$ cat config.mk
export PLATFORM = sky130hd
export DESIGN_NAME = vidcmd_decoder
export DESIGN_NICKNAME = d
export VERILOG_FILES = /design/src/rtl/vidcmd_pkg.sv /design/src/rtl/vidcmd_parser.sv /design/src/rtl/vidcmd_regbank.sv /design/src/rtl/vidcmd_fields.sv /design/src/rtl/vidcmd_decoder.sv
export SDC_FILE = /design/constraint.sdc
export NUM_CORES = 1
export LEC_CHECK = 0
export BUFFER_PORTS_ARGS = -buffer_cell sky130_fd_sc_hd__buf_4
export CORE_MARGIN = 2
export CORE_UTILIZATION = 40
export DETAILED_ROUTE_END_ITERATION = 10
export PLACE_DENSITY_LB_ADDON = 0.05
export SLEW_MARGIN = 20
export SYNTH_ARGS = -nofsm -noshare
export SYNTH_HDL_FRONTEND = slang
export SYNTH_SLANG_ARGS = --single-unit
$ cat constraint.sdc
create_clock -name clk -period 3.5 [get_ports clk]
set_clock_uncertainty 0.15 [all_clocks]
set_input_delay 0.175 -clock clk [delete_from_list [all_inputs] [get_ports clk]]
set_output_delay 0.175 -clock clk [all_outputs]
set_load 0.1 [all_outputs]
$ cat src/rtl/vidcmd_pkg.sv
package vidcmd_pkg;

    localparam logic [7:0] CMD_MARK    = 8'hAF;
    localparam logic [7:0] OPC_REGWR   = 8'h20;
    localparam logic [7:0] OPC_COPY    = 8'h6A;
    localparam logic [7:0] CTRL_IDX    = 8'hFF;
    localparam logic [7:0] CTRL_FREEZE = 8'h00;
    localparam logic [7:0] CTRL_THAW   = 8'hFF;

    typedef enum logic [2:0] {
        PS_IDLE,
        PS_OPCODE,
        PS_INDEX,
        PS_VALUE,
        PS_SKIP
    } parse_state_e;

endpackage

$ cat src/rtl/vidcmd_parser.sv
module vidcmd_parser
    import vidcmd_pkg::*;
#(
    parameter int COPY_BYTES = 9
) (
    input  logic       clk,
    input  logic       rst_n,
    input  logic       in_valid,
    input  logic [7:0] in_data,
    output logic       wr_en,
    output logic [7:0] wr_idx,
    output logic [7:0] wr_val,
    output logic       copy_done
);

    localparam int PAYLOAD = COPY_BYTES - 2;
    localparam int CNT_W   = $clog2(PAYLOAD + 1);

    typedef struct packed {
        parse_state_e     state;
        logic [7:0]       idx;
        logic [CNT_W-1:0] left;
        logic             wr_en;
        logic [7:0]       wr_idx;
        logic [7:0]       wr_val;
        logic             done;
    } parse_t;

    parse_t p_d, p_q;

    always_comb begin
        p_d       = p_q;
        p_d.wr_en = 1'b0;
        p_d.done  = 1'b0;
        if (in_valid) begin
            case (p_q.state)
                PS_IDLE: begin
                    if (in_data == CMD_MARK) p_d.state = PS_OPCODE;
                end
                PS_OPCODE: begin
                    if (in_data == OPC_REGWR) begin
                        p_d.state = PS_INDEX;
                    end else if (in_data == OPC_COPY) begin
                        p_d.state = PS_SKIP;
                        p_d.left  = CNT_W'(PAYLOAD - 1);
                    end else begin
                        p_d.state = PS_IDLE;
                    end
                end
                PS_INDEX: begin
                    p_d.idx   = in_data;
                    p_d.state = PS_VALUE;
                end
                PS_VALUE: begin
                    p_d.wr_en  = 1'b1;
                    p_d.wr_idx = p_q.idx;
                    p_d.wr_val = in_data;
                    p_d.state  = PS_IDLE;
                end
                PS_SKIP: begin
                    if (p_q.left == '0) begin
                        p_d.done  = 1'b1;
                        p_d.state = PS_IDLE;
                    end else begin
                        p_d.left = p_q.left - 1'b1;
                    end
                end
                default: p_d.state = PS_IDLE;
            endcase
        end
    end

    always_ff @(posedge clk) begin
        if (!rst_n) begin
            p_q       <= '0;
            p_q.state <= PS_IDLE;
        end else begin
            p_q <= p_d;
        end
    end

    assign wr_en     = p_q.wr_en;
    assign wr_idx    = p_q.wr_idx;
    assign wr_val    = p_q.wr_val;
    assign copy_done = p_q.done;

endmodule

$ cat src/rtl/vidcmd_regbank.sv
module vidcmd_regbank
    import vidcmd_pkg::*;
#(
    parameter int NUM_REGS = 64
) (
    input  logic                  clk,
    input  logic                  rst_n,
    input  logic                  wr_en,
    input  logic [7:0]            wr_idx,
    input  logic [7:0]            wr_val,
    output logic                  locked,
    output logic [NUM_REGS*8-1:0] act_flat,
    output logic [NUM_REGS*8-1:0] shd_flat
);

    typedef struct packed {
        logic                          frozen;
        logic [NUM_REGS-1:0][7:0]      act;
        logic [NUM_REGS-1:0][7:0]      shd;
    } bank_t;

    bank_t b_d, b_q;

    always_comb begin
        b_d = b_q;
        if (wr_en) begin
            if (wr_idx == CTRL_IDX) begin
                if (wr_val == CTRL_FREEZE) begin
                    b_d.frozen = 1'b1;
                end else if (wr_val == CTRL_THAW) begin
                    b_d.frozen = 1'b0;
                    b_d.act    = b_q.shd;
                end
            end else begin
                for (int r = 0; r < NUM_REGS; r++) begin
                    if (wr_idx == 8'(r)) begin
                        b_d.shd[r] = wr_val;
                        if (!b_q.frozen) b_d.act[r] = wr_val;
                    end
                end
            end
        end
    end

    always_ff @(posedge clk) begin
        if (!rst_n) b_q <= '0;
        else        b_q <= b_d;
    end

    assign locked   = b_q.frozen;
    assign act_flat = b_q.act;
    assign shd_flat = b_q.shd;

endmodule

$ cat src/rtl/vidcmd_fields.sv
module vidcmd_fields #(
    parameter int NUM_REGS    = 64,
    parameter int N_TIMING    = 12,
    parameter int TIMING_BASE = 8'h01,
    parameter int PIXCLK_IDX  = 8'h1B,
    parameter int BASE16_IDX  = 8'h20,
    parameter int BASE8_IDX   = 8'h26,
    parameter int DEPTH_IDX   = 8'h00
) (
    input  logic [NUM_REGS*8-1:0]   act_flat,
    output logic [7:0]              color_depth,
    output logic [23:0]             base16_addr,
    output logic [23:0]             base8_addr,
    output logic [N_TIMING*16-1:0]  timing_fields,
    output logic [15:0]             pixclk_div
);

    // Timing fields: high byte at the even-offset index, low byte just above.
    for (genvar k = 0; k < N_TIMING; k++) begin : g_tim
        localparam int HI = TIMING_BASE + 2 * k;
        assign timing_fields[16*k +: 16] = {act_flat[8*HI +: 8], act_flat[8*(HI+1) +: 8]};
    end

    // Address fields: three bytes, most significant at the lowest index.
    for (genvar j = 0; j < 3; j++) begin : g_addr
        assign base16_addr[8*(2-j) +: 8] = act_flat[8*(BASE16_IDX+j) +: 8];
        assign base8_addr[8*(2-j) +: 8]  = act_flat[8*(BASE8_IDX+j) +: 8];
    end

    // Pixel clock divider is the one field stored low byte first.
    assign pixclk_div  = {act_flat[8*(PIXCLK_IDX+1) +: 8], act_flat[8*PIXCLK_IDX +: 8]};
    assign color_depth = act_flat[8*DEPTH_IDX +: 8];

endmodule

$ cat src/rtl/vidcmd_decoder.sv
module vidcmd_decoder #(
    parameter int NUM_REGS   = 64,
    parameter int N_TIMING   = 12,
    parameter int COPY_BYTES = 9
) (
    input  logic                   clk,
    input  logic                   rst_n,
    input  logic                   in_valid,
    input  logic [7:0]             in_data,
    output logic                   in_ready,
    output logic                   locked,
    output logic                   copy_done,
    output logic [7:0]             color_depth,
    output logic [23:0]            base16_addr,
    output logic [23:0]            base8_addr,
    output logic [N_TIMING*16-1:0] timing_fields,
    output logic [15:0]            pixclk_div
);

    logic                  wr_en;
    logic [7:0]            wr_idx;
    logic [7:0]            wr_val;
    logic [NUM_REGS*8-1:0] act_flat;
    logic [NUM_REGS*8-1:0] shd_flat;

    assign in_ready = 1'b1;

    vidcmd_parser #(.COPY_BYTES(COPY_BYTES)) u_parse (
        .clk       (clk),
        .rst_n     (rst_n),
        .in_valid  (in_valid),
        .in_data   (in_data),
        .wr_en     (wr_en),
        .wr_idx    (wr_idx),
        .wr_val    (wr_val),
        .copy_done (copy_done)
    );

    vidcmd_regbank #(.NUM_REGS(NUM_REGS)) u_bank (
        .clk      (clk),
        .rst_n    (rst_n),
        .wr_en    (wr_en),
        .wr_idx   (wr_idx),
        .wr_val   (wr_val),
        .locked   (locked),
        .act_flat (act_flat),
        .shd_flat (shd_flat)
    );

    vidcmd_fields #(.NUM_REGS(NUM_REGS), .N_TIMING(N_TIMING)) u_fields (
        .act_flat      (act_flat),
        .color_depth   (color_depth),
        .base16_addr   (base16_addr),
        .base8_addr    (base8_addr),
        .timing_fields (timing_fields),
        .pixclk_div    (pixclk_div)
    );

endmodule

# ---- Word level (Yosys, flattened, before mapping)
# Cells that the tools add are included.
dict set report totals {
  regBits 809
  in_bits 11
  out_inout_bits 267
  wordCells 387
}
dict set report classes {
  addsub 1
  eq_ne 80
  muxes 57
  n_bitwise 1
  n_reduce_logical 143
}
# operator n
set op_table {}
lappend op_table {{328-bit two-way mux} 2}
lappend op_table {{513-bit two-way mux} 1}
lappend op_table {{8-bit two-way mux} 42}
lappend op_table {{8-bit by 6-bit == test with 1-bit output, second input constant} 33}
lappend op_table {{3-bit AND reduction} 67}
lappend op_table {{5-bit AND reduction} 34}
lappend op_table {{8-bit by 5-bit == test with 1-bit output, second input constant} 16}
lappend op_table {{2-bit nonzero test} 35}
lappend op_table {{8-bit by 4-bit == test with 1-bit output, second input constant} 8}
lappend op_table {{8-bit by 3-bit == test with 1-bit output, second input constant} 4}
lappend op_table {{8-bit == test, second input constant} 3}
lappend op_table {{3-bit two-way mux} 7}
lappend op_table {{17-bit two-way mux} 1}
lappend op_table {{8-bit by 2-bit == test with 1-bit output, second input constant} 2}
lappend op_table {{8-bit zero test} 2}
lappend op_table {{3-bit one-hot mux with 4 select lines} 1}
lappend op_table {{2-bit != test, second input constant} 5}
lappend op_table {{8-bit by 1-bit == test with 1-bit output, second input constant} 1}
lappend op_table {{8-bit by 7-bit == test with 1-bit output, second input constant} 1}
lappend op_table {{3-bit by 2-bit == test with 1-bit output, second input constant} 2}
lappend op_table {{3-bit zero test} 2}
lappend op_table {{2-bit by 1-bit != test with 1-bit output, second input constant} 3}
lappend op_table {{3-bit one-hot mux with 2 select lines} 1}
lappend op_table {{2-bit AND reduction} 3}
lappend op_table {{other kinds (5)} 6}

# ---- Depth between registers and ports, before layout
# Gate-level depths: netlist of the first run.
dict set report logic_depth {
  ltp_word 4
  depth_mapped 11
  ltp_nobuf 7
}

# ---- Cells and area by module
# From an unflattened synthesis of the first run, not the netlist that was laid out.
dict set report unflattened {
  cells_unflattened 4676
  area_unflattened_um2 43116.4
}
# module instances cells_each area_each_um2 seq_area_each_um2
set by_module_without_submodules {}
lappend by_module_without_submodules {vidcmd_regbank 1 4233 39640.5 20519.7}
lappend by_module_without_submodules {vidcmd_fields 1 264 1981.9 0.0}
lappend by_module_without_submodules {vidcmd_parser 1 177 1482.7 640.6}
lappend by_module_without_submodules {vidcmd_decoder 1 2 11.3 0.0}

# ---- Least setup slack after synthesis of the first run
# Ideal clock, no wire load.
dict set report synth_timing {
  kind {flip-flop to flip-flop}
  start {reg u_bank.b_q, in the netlist u_bank.locked}
  end {reg u_bank.b_q, in the netlist u_bank.act_flat[13]}
  arrival_ns 2.083
  required_time_ns 3.227
  slack_ns 1.145
  path_stages_with_launch 7
  synth_period_minus_slack_ns 2.355
  path_cell_list {dfxtp_1 > a21o_1 > buf_4 > a221oi_4 > buf_2 > nand3_1 > o21ai_0}
}
dict set report synth_via {
  elab_chain_cells 2
}
# element line_no
set synth_rtl {}
lappend synth_rtl {{from (decl)} vidcmd_regbank.sv:22} ;# bank_t b_d, b_q;
lappend synth_rtl {{from (signal assigned)} vidcmd_regbank.sv:46} ;# if (!rst_n) b_q <= '0;
lappend synth_rtl {{from (signal assigned)} vidcmd_regbank.sv:47} ;# else b_q <= b_d;
lappend synth_rtl {{2-bit != test (no line)} -}
lappend synth_rtl {{5-bit AND reduction (no line)} -}
# No other way between the ends.
# A chain may end at the register's enable or synchronous reset.

# ---- Final worst setup path of the first run
dict set report layout_timing {
  start {reg u_parse.p_q, in the netlist u_parse.wr_idx[5]}
  end {reg u_bank.b_q, in the netlist u_bank.act_flat[29]}
}
dict set report layout_via {
  elab_chain_cells 3
  elab_cells_between_ends 8
}
# element line_no
set layout_rtl {}
lappend layout_rtl {{from (decl)} vidcmd_parser.sv:29} ;# parse_t p_d, p_q;
lappend layout_rtl {{from (signal assigned)} vidcmd_parser.sv:78} ;# p_q <= p_d;
lappend layout_rtl {{8-bit == test / 8-bit by 2-bit == test with 1-bit output (equally long branches)} {vidcmd_regbank.sv:27, vidcmd_regbank.sv:36}}
lappend layout_rtl {{2-bit != test (no line) / 2-bit nonzero test (equally long branches)} -}
lappend layout_rtl {{5-bit AND reduction (no line)} -}
# Parallel ways exist; a longest one is shown, timed or not.

==> metrics.csv, run 1 <==
stage;metric;value;unit
run_status;status;finished, final reports clean;
sta;setup TNS;0;ps
critical_path;CP startpoint kind;flop;
sta;min cycle time layout;3020;ps
finish;# diodes;0;
yosys;Cell Area, Synth;0.0231;mm^2
yosys;top-count cell post-synth;dfxtp_1;
sta;maximum clock rate;331;MHz
power;maximum vdd drop;0.382;mV
power;Gate power share;1.5;%
critical_path;Worst Setup End Kind;flop;
placement;Placer Congestion;0.784;
sta;RSZ-0062 raised after global routing;false;
sta;Hold Fails Final Rpt;0;
finish;layout cells sized above 1;18.1;%
sta;slew at the pin closest to its max-slew limit;1130;ps
clock_network;CTS buffer count;60;
floorplanning;die height;244;um
critical_path;reg2reg path depth;8;
floorplanning;Initial Util;40.2;%
floorplanning;Rows;88;
yosys;syn avg cell area;9.02;um^2
critical_path;Critical Path Fanout Max;23;
clock_network;H-tree depth;2;
route;vias per cell;5.38;
finish;area delta synth->final;20.5;%
power;Clock power frac;49.3;%
yosys;simple-gate share of the synthesized area;15.9;%
clock_network;CTS clk-pin slew, worst paths;60;ps
placement;Placement Cell Area;0.0258;mm^2
sta;worst hold margin;240;ps
power;switching power;2770;uW
sta;Slew Limit Fails;0;
clock_network;clock root buffer;clkbuf_16;
finish;fill cell count;5556;
clock_network;CTS resizes;0;
clock_network;CTS tree;yes;
clock_network;clock sink total;561;
power;sequential power share;49.2;%
yosys;Post-synth EDFFs;0;
min_path;Min-Delay Endpoint;u_parse.p_q[25];
global_route;grt ovf;0;
placement;I/O Buffers;276;
clock_network;Worst-Skew Late Latency;620;ps
global_route;largest net degree at the start of global routing;177;
yosys;Synth Instances;2563;
yosys;Adder-Cell Fraction of Synth Area;0.108;%
global_route;GRT Total Usage;24.3;%
finish;design area;0.0279;mm^2
min_path;hold crit path type;primary input to flop;
global_route;first-pass GRT wire length;112000;um
global_route;vias in the first global route;18300;
yosys;Syn Nets;2576;
route;vias after detailed routing;19100;
finish;Final Core Density;48.5;%
critical_path;Data arrival, critical path;3390;ps
power;sw frac;21.3;%
power;Pleak;0.0128;uW
route;DRT Pass-1 Iters;5;
route;initial drt markers;1152;
clock_network;Post-CTS Setup Repair Bufs;0;
run;MaxCap Viol Count;0;
critical_path;RR Startpoint;u_parse.wr_idx[5];
power;Tot Pwr;13000;uW
critical_path;Worst R2R Setup Slack;480;ps
critical_path;Worst Setup Path Type;flop to flop;
yosys;main combinational cell family by area after synthesis;compound AO/OA/AOI/OAI gates;
min_path;WHS Path Cells;4;
route;final wirelength;74400;um
yosys;register bit count reported by yosys;561;
critical_path;Worst EP required;3870;ps
power;Pint;10200;uW
sta;Final Cycle Share;86.3;%
yosys;mux cell area share after synthesis;11.1;%
yosys;prevailing post-synth register cell;dfxtp_1;
yosys;top cell type's share of synthesized area;48.6;%
yosys;Synthesis Warnings;0;
yosys;FFs w/ async S/R, synth;0;%
yosys;post-synth cell types;60;
sta;# setup viols final;0;
yosys;Seq/Total Area, Yosys;48.6;%
floorplanning;Core Region;0.0575;mm^2
yosys;Synth area leaders;dfxtp_1 49%, mux2i_1 11%, nor2_1 6.0%, a21o_1 5.0%, nand2_1 4.0%;
finish;fin nets;2744;
route;drt drc;0;
min_path;hold wc startpoint;in_data[4];
yosys;XOR/XNOR Fraction of Synth Area;0;%
yosys;most frequent cells after synthesis;561 x dfxtp_1, 370 x nor2_1, 257 x mux2i_1;
clock_network;clk buf depth;3;
global_route;initial antenna violation count;0;
yosys;Synth Area in Compound Gates;19.4;%
power;power density cells;466;mW/mm^2
sta;Slew HR;24.5;%
floorplanning;die area;0.0598;mm^2
placement;Detail Placement HPWL;44500;um
route;antenna viol nets, final;0;
route;DR WL/cell;21.0;um
critical_path;worst r2r dst;u_bank.act_flat[29];
yosys;cell accounting for the most synthesized area;dfxtp_1;
floorplanning;Die W;244;um
floorplanning;I/O Pins;278;
## flip-flops by register name, summed over array words and instances, names as in the netlist
register,cells
u_bank.shd_flat,264
u_parse.wr_en,1
u_parse.copy_done,1
u_parse.p_q,14
u_bank.locked,1
u_parse.wr_val,8
u_parse.wr_idx,8
u_bank.act_flat,264
## final cells by class
type	instances	area, um^2	area share [%]
sequential	561	11200	40.4
clock inverter	13	154	0.552
timing repair buffer	347	2740	9.83
clock buffer	100	1840	6.62
multi-input combinational	1752	10900	39.1
inverter	9	41.3	0.148
tap	765	957	3.44
## stage by stage
stage,setup WS [ps],cells
4_1_cts,520,3547
2_1_floorplan,1140,2563
3_3_place_gp,590,3424
3_5_place_dp,540,3424
6_report,480,3547
5_1_grt,220,3547
## cells by family after synthesis
| family | count (synthesis) |
|---|---|
| flip-flops | 561 |
| AND/OR/NAND/NOR | 847 |
| other | 1 |
| multiplexers | 257 |
| AO/OA/AOI/OAI | 645 |
| buffers and inverters | 250 |
| adder cells (fa/ha/maj) | 2 |
## power by group through the flow
stage | registers [uW] | clock network (uW) | logic [uW]
final | 6390 | 6400 | 197
after CTS | 6390 | 6560 | 198
after global placement | 6530 | 0 | 186
after detailed placement | 6530 | 0 | 188
after floorplan | 6530 | 0 | 130
after global routing | 6390 | 6810 | 214
## cells in the final DEF (no fill, tap or decap), drive strengths merged, types with 2 or more instances in the layout
master	synthesis	routed
dfxtp	561	561
nor2	372	372
buf	97	337
mux2i	257	257
nand2	249	249
nand3	174	174
o21ai	162	162
a21oi	160	160
a21o	154	154
a211oi	120	120
clkbuf	144	100
a221oi	15	15
inv	8	12
dlygate4sd3	0	10
a21boi	7	7
a32oi	7	7
nand2b	6	6
nor2b	6	6
nor3	6	6
clkinv	1	6
nor4	6	6
and2	5	5
and4	5	5
nor4b	5	5
o22ai	4	4
a2111oi	4	4
and3	3	3
bufinv	0	3
nand4	3	3
and4b	2	2
a31oi	2	2
o41ai	2	2
o21ba	2	2
ha	2	2
## worst max-delay path: stages (launching register included)
cell and delay, ps:
dfxtp_1 600, and4_1 380, buf_12 240, a21o_2 430, buf_4 280, a211oi_2 120, buf_4 220, and2_1 250
a211oi_1 220
## worst max path at each step
stage,cells after the start,startpoint,to
5_1_grt,6,u_parse.wr_idx[5],u_bank.act_flat[148]
3_3_place_gp,7,u_parse.wr_idx[5],u_bank.act_flat[24]
3_5_place_dp,6,u_parse.wr_idx[6],u_bank.act_flat[324]
4_1_cts,6,u_parse.wr_idx[5],u_bank.act_flat[307]
6_report,8,u_parse.wr_idx[5],u_bank.act_flat[29]
2_1_floorplan,6,u_bank.locked,u_bank.act_flat[13]
## per-layer routing
layer / vias to the layer above / share of wire, % / global-route usage [%]
li1: 9263 / - / -
met1: 9209 / 46 / 33.0
met2: 499 / 46 / 39.6
met3: 108 / 5.1 / 3.79
met4: 0 / 2.4 / 7.17
met5: - / 0 / 0
## what timing repair did
item	CTS	global route
hold buffers	10	0
endpoints found under the setup margin	0	0
hold endpoints to repair	55	0
Note: power is estimated with default switching activity, not from simulation.
==> run 2, diff against run 1 <==
--- a/config.mk
+++ b/config.mk
@@ -5,6 +5,7 @@
 export SDC_FILE = /design/constraint.sdc
 export NUM_CORES = 1
 export LEC_CHECK = 0
+export ABC_AREA = 1
 export BUFFER_PORTS_ARGS = -buffer_cell sky130_fd_sc_hd__buf_4
 export CORE_MARGIN = 2
 export CORE_UTILIZATION = 40
==> run 2 against run 1 <==
Via count grew 16%. Critical path type unchanged. Synthesized area grew 3.8%. Flip-flop and latch count is the same. Worst setup slack is essentially flat. Utilization shrank 0.17 points. Highest routed layer is now met5. Maximum frequency is essentially flat. Routed wire length grew 2.9%. Largest cell class unchanged. Critical path depth grew 1. Hold slack gained 13 ps. Final cell count grew 28%.
==> metrics.csv, run 2 <==
stage;metric;value;unit
critical_path;Critical Path Fanout Max;20;
sta;slew at the pin closest to its max-slew limit;888;ps
sta;min cycle time layout;3020;ps
clock_network;Post-CTS Setup Repair Bufs;0;
power;sequential power share;46.8;%
finish;design area;0.0286;mm^2
route;initial drt markers;1628;
clock_network;CTS buffer count;61;
critical_path;CP startpoint kind;flop;
clock_network;CTS tree;yes;
yosys;post-synth cell types;28;
yosys;prevailing post-synth register cell;dfxtp_1;
power;Gate power share;5.0;%
global_route;GRT Total Usage;23.8;%
route;DRT Pass-1 Iters;5;
global_route;vias in the first global route;20600;
power;power density cells;485;mW/mm^2
power;sw frac;23.3;%
global_route;first-pass GRT wire length;118000;um
critical_path;Worst Setup End Kind;flop;
clock_network;H-tree depth;2;
placement;Placer Congestion;0.846;
floorplanning;Die W;249;um
clock_network;clock root buffer;clkbuf_16;
power;Pint;10600;uW
critical_path;Worst Setup Path Type;flop to flop;
sta;worst hold margin;253;ps
finish;commonest cells after routing, fill and taps aside;1142 x nand2_1, 614 x nor2_1, 561 x dfxtp_1;
power;Pleak;0.0154;uW
clock_network;clock sink total;561;
placement;Placement Cell Area;0.0263;mm^2
placement;Detail Placement HPWL;48600;um
placement;I/O Buffers;276;
clock_network;# hold bufs at CTS;17;
run;MaxCap Viol Count;0;
global_route;initial antenna violation count;4;
yosys;Seq/Total Area, Yosys;46.8;%
route;antenna viol nets, final;0;
sta;RSZ-0062 raised after global routing;false;
power;Clock power frac;48.2;%
floorplanning;I/O Pins;278;
floorplanning;die height;249;um
yosys;Synth area leaders;dfxtp_1 47%, nand2_1 18%, nor2_1 9.6%, o21ai_0 6.1%, a21oi_1 5.7%;
route;final wirelength;76600;um
sta;setup TNS;0;ps
route;drt drc;0;
clock_network;Worst-Skew Late Latency;630;ps
yosys;Post-synth EDFFs;0;
sta;Final Cycle Share;86.3;%
yosys;register bit count reported by yosys;561;
floorplanning;Core Region;0.0591;mm^2
finish;commonest non-fill, non-tap cell in the layout;nand2_1;
route;vias after detailed routing;22100;
clock_network;clk buf depth;3;
power;switching power;3220;uW
power;maximum vdd drop;0.375;mV
run_status;status;finished, final reports clean;
floorplanning;die area;0.0620;mm^2
clock_network;CTS resizes;0;
yosys;Cell Area, Synth;0.0240;mm^2
yosys;Synthesis Warnings;0;
route;DR WL/cell;16.9;um
min_path;hold crit path type;primary input to flop;
sta;Hold Fails Final Rpt;0;
critical_path;Worst EP required;3900;ps
yosys;Syn Nets;3548;
yosys;top cell type's share of synthesized area;46.8;%
sta;maximum clock rate;331;MHz
yosys;FFs w/ async S/R, synth;0;%
finish;fin nets;3725;
sta;Slew HR;40.7;%
global_route;largest net degree at the start of global routing;257;
yosys;cell accounting for the most synthesized area;dfxtp_1;
floorplanning;Initial Util;40.6;%
yosys;syn avg cell area;6.79;um^2
sta;Slew Limit Fails;0;
clock_network;CTS clk-pin slew, worst paths;60;ps
yosys;most frequent cells after synthesis;1150 x nand2_1, 614 x nor2_1, 561 x dfxtp_1;
finish;layout cells sized above 1;13.4;%
yosys;Synth Instances;3535;
finish;area delta synth->final;19.0;%
sta;# setup viols final;0;
floorplanning;Rows;89;
global_route;grt ovf;0;
critical_path;Data arrival, critical path;3420;ps
yosys;top-count cell post-synth;nand2_1;
route;vias per cell;4.87;
run 2: cell types whose count changed after synthesis, moves of 60 or more:
cell	previous run	this run
nand2_1	248	1150
inv_1	7	301
mux2i_1	257	0
nor2_1	370	614
a21o_1	154	0
nand3_1	169	33
o21ai_0	162	291
a21oi_1	160	275
a211oi_1	104	0
clkbuf_1	144	84
run 2: logic make-up after synthesis:
| kind of cell | after synthesis | share of synthesized area [%] |
|---|---|---|
| flip-flops | 561 | 46.8 |
| AND/OR/NAND/NOR | 1881 | 31.6 |
| AO/OA/AOI/OAI | 568 | 11.8 |
| adder cells (fa/ha/maj) | 2 | 0.104 |
| buffers and inverters | 521 | 9.57 |
| XOR/XNOR | 1 | 0.0365 |
| other | 1 | 0.0156 |
run 2: power by group through the flow:
stage	Clock, uW	Combinational, uW	Sequential [uW]
2_1_floorplan	0	422	6630
3_3_place_gp	0	642	6620
3_5_place_dp	0	652	6620
4_1_cts	6810	683	6480
5_1_grt	7070	753	6490
6_report	6670	687	6480
run 2: final timing paths:
path	from	to	slack (ps)	depth (start not counted)
worst min register to register	u_parse.p_q[19]	u_parse.p_q[19]	330	2
worst max register to register	u_parse.wr_idx[2]	u_bank.shd_flat[60]	480	9
worst max-delay path	u_parse.wr_idx[2]	u_bank.shd_flat[60]	480	9
worst min-delay path	in_data[0]	u_parse.p_q[21]	250	4
run 2: final cells by class:
cell class                 instances  area (um^2)
fill                            5983        30600
sequential                       561        11200
multi-input combinational       2453        10500
timing repair buffer             331         2640
clock buffer                      88         1810
inverter                         304         1150
tap                              773          967
clock inverter                    21          269
antenna                            1         2.50
run 2: per-stage QoR:
stage	setup slack [ps]	total power, uW	cells	util, %
after global routing	178	14300	4532	48.3
final	479	13800	4532	48.3
after floorplan	1270	7050	3535	-
after CTS	489	14000	4530	48.2
after detailed placement	512	7270	4404	44.4
after global placement	596	7260	4404	44.4
run 2: worst max-delay path, cell delays in order, from the launching register on:
cell and delay (ps):
dfxtp_1 330, nand2_1 160, nor2_2 40, buf_4 180, nand2_2 440, nand2_2 520, buf_12 330, nor2_2 410
o21ai_0 180, a21oi_1 190
run 2: metal layers:
metal,routed length [um],vias up,GRT usage (%)
li1,-,11200,-
met3,3590,99,3.38
met5,41,-,0
met2,36200,511,40.2
met1,35400,10200,31.9
met4,1400,6,6.23
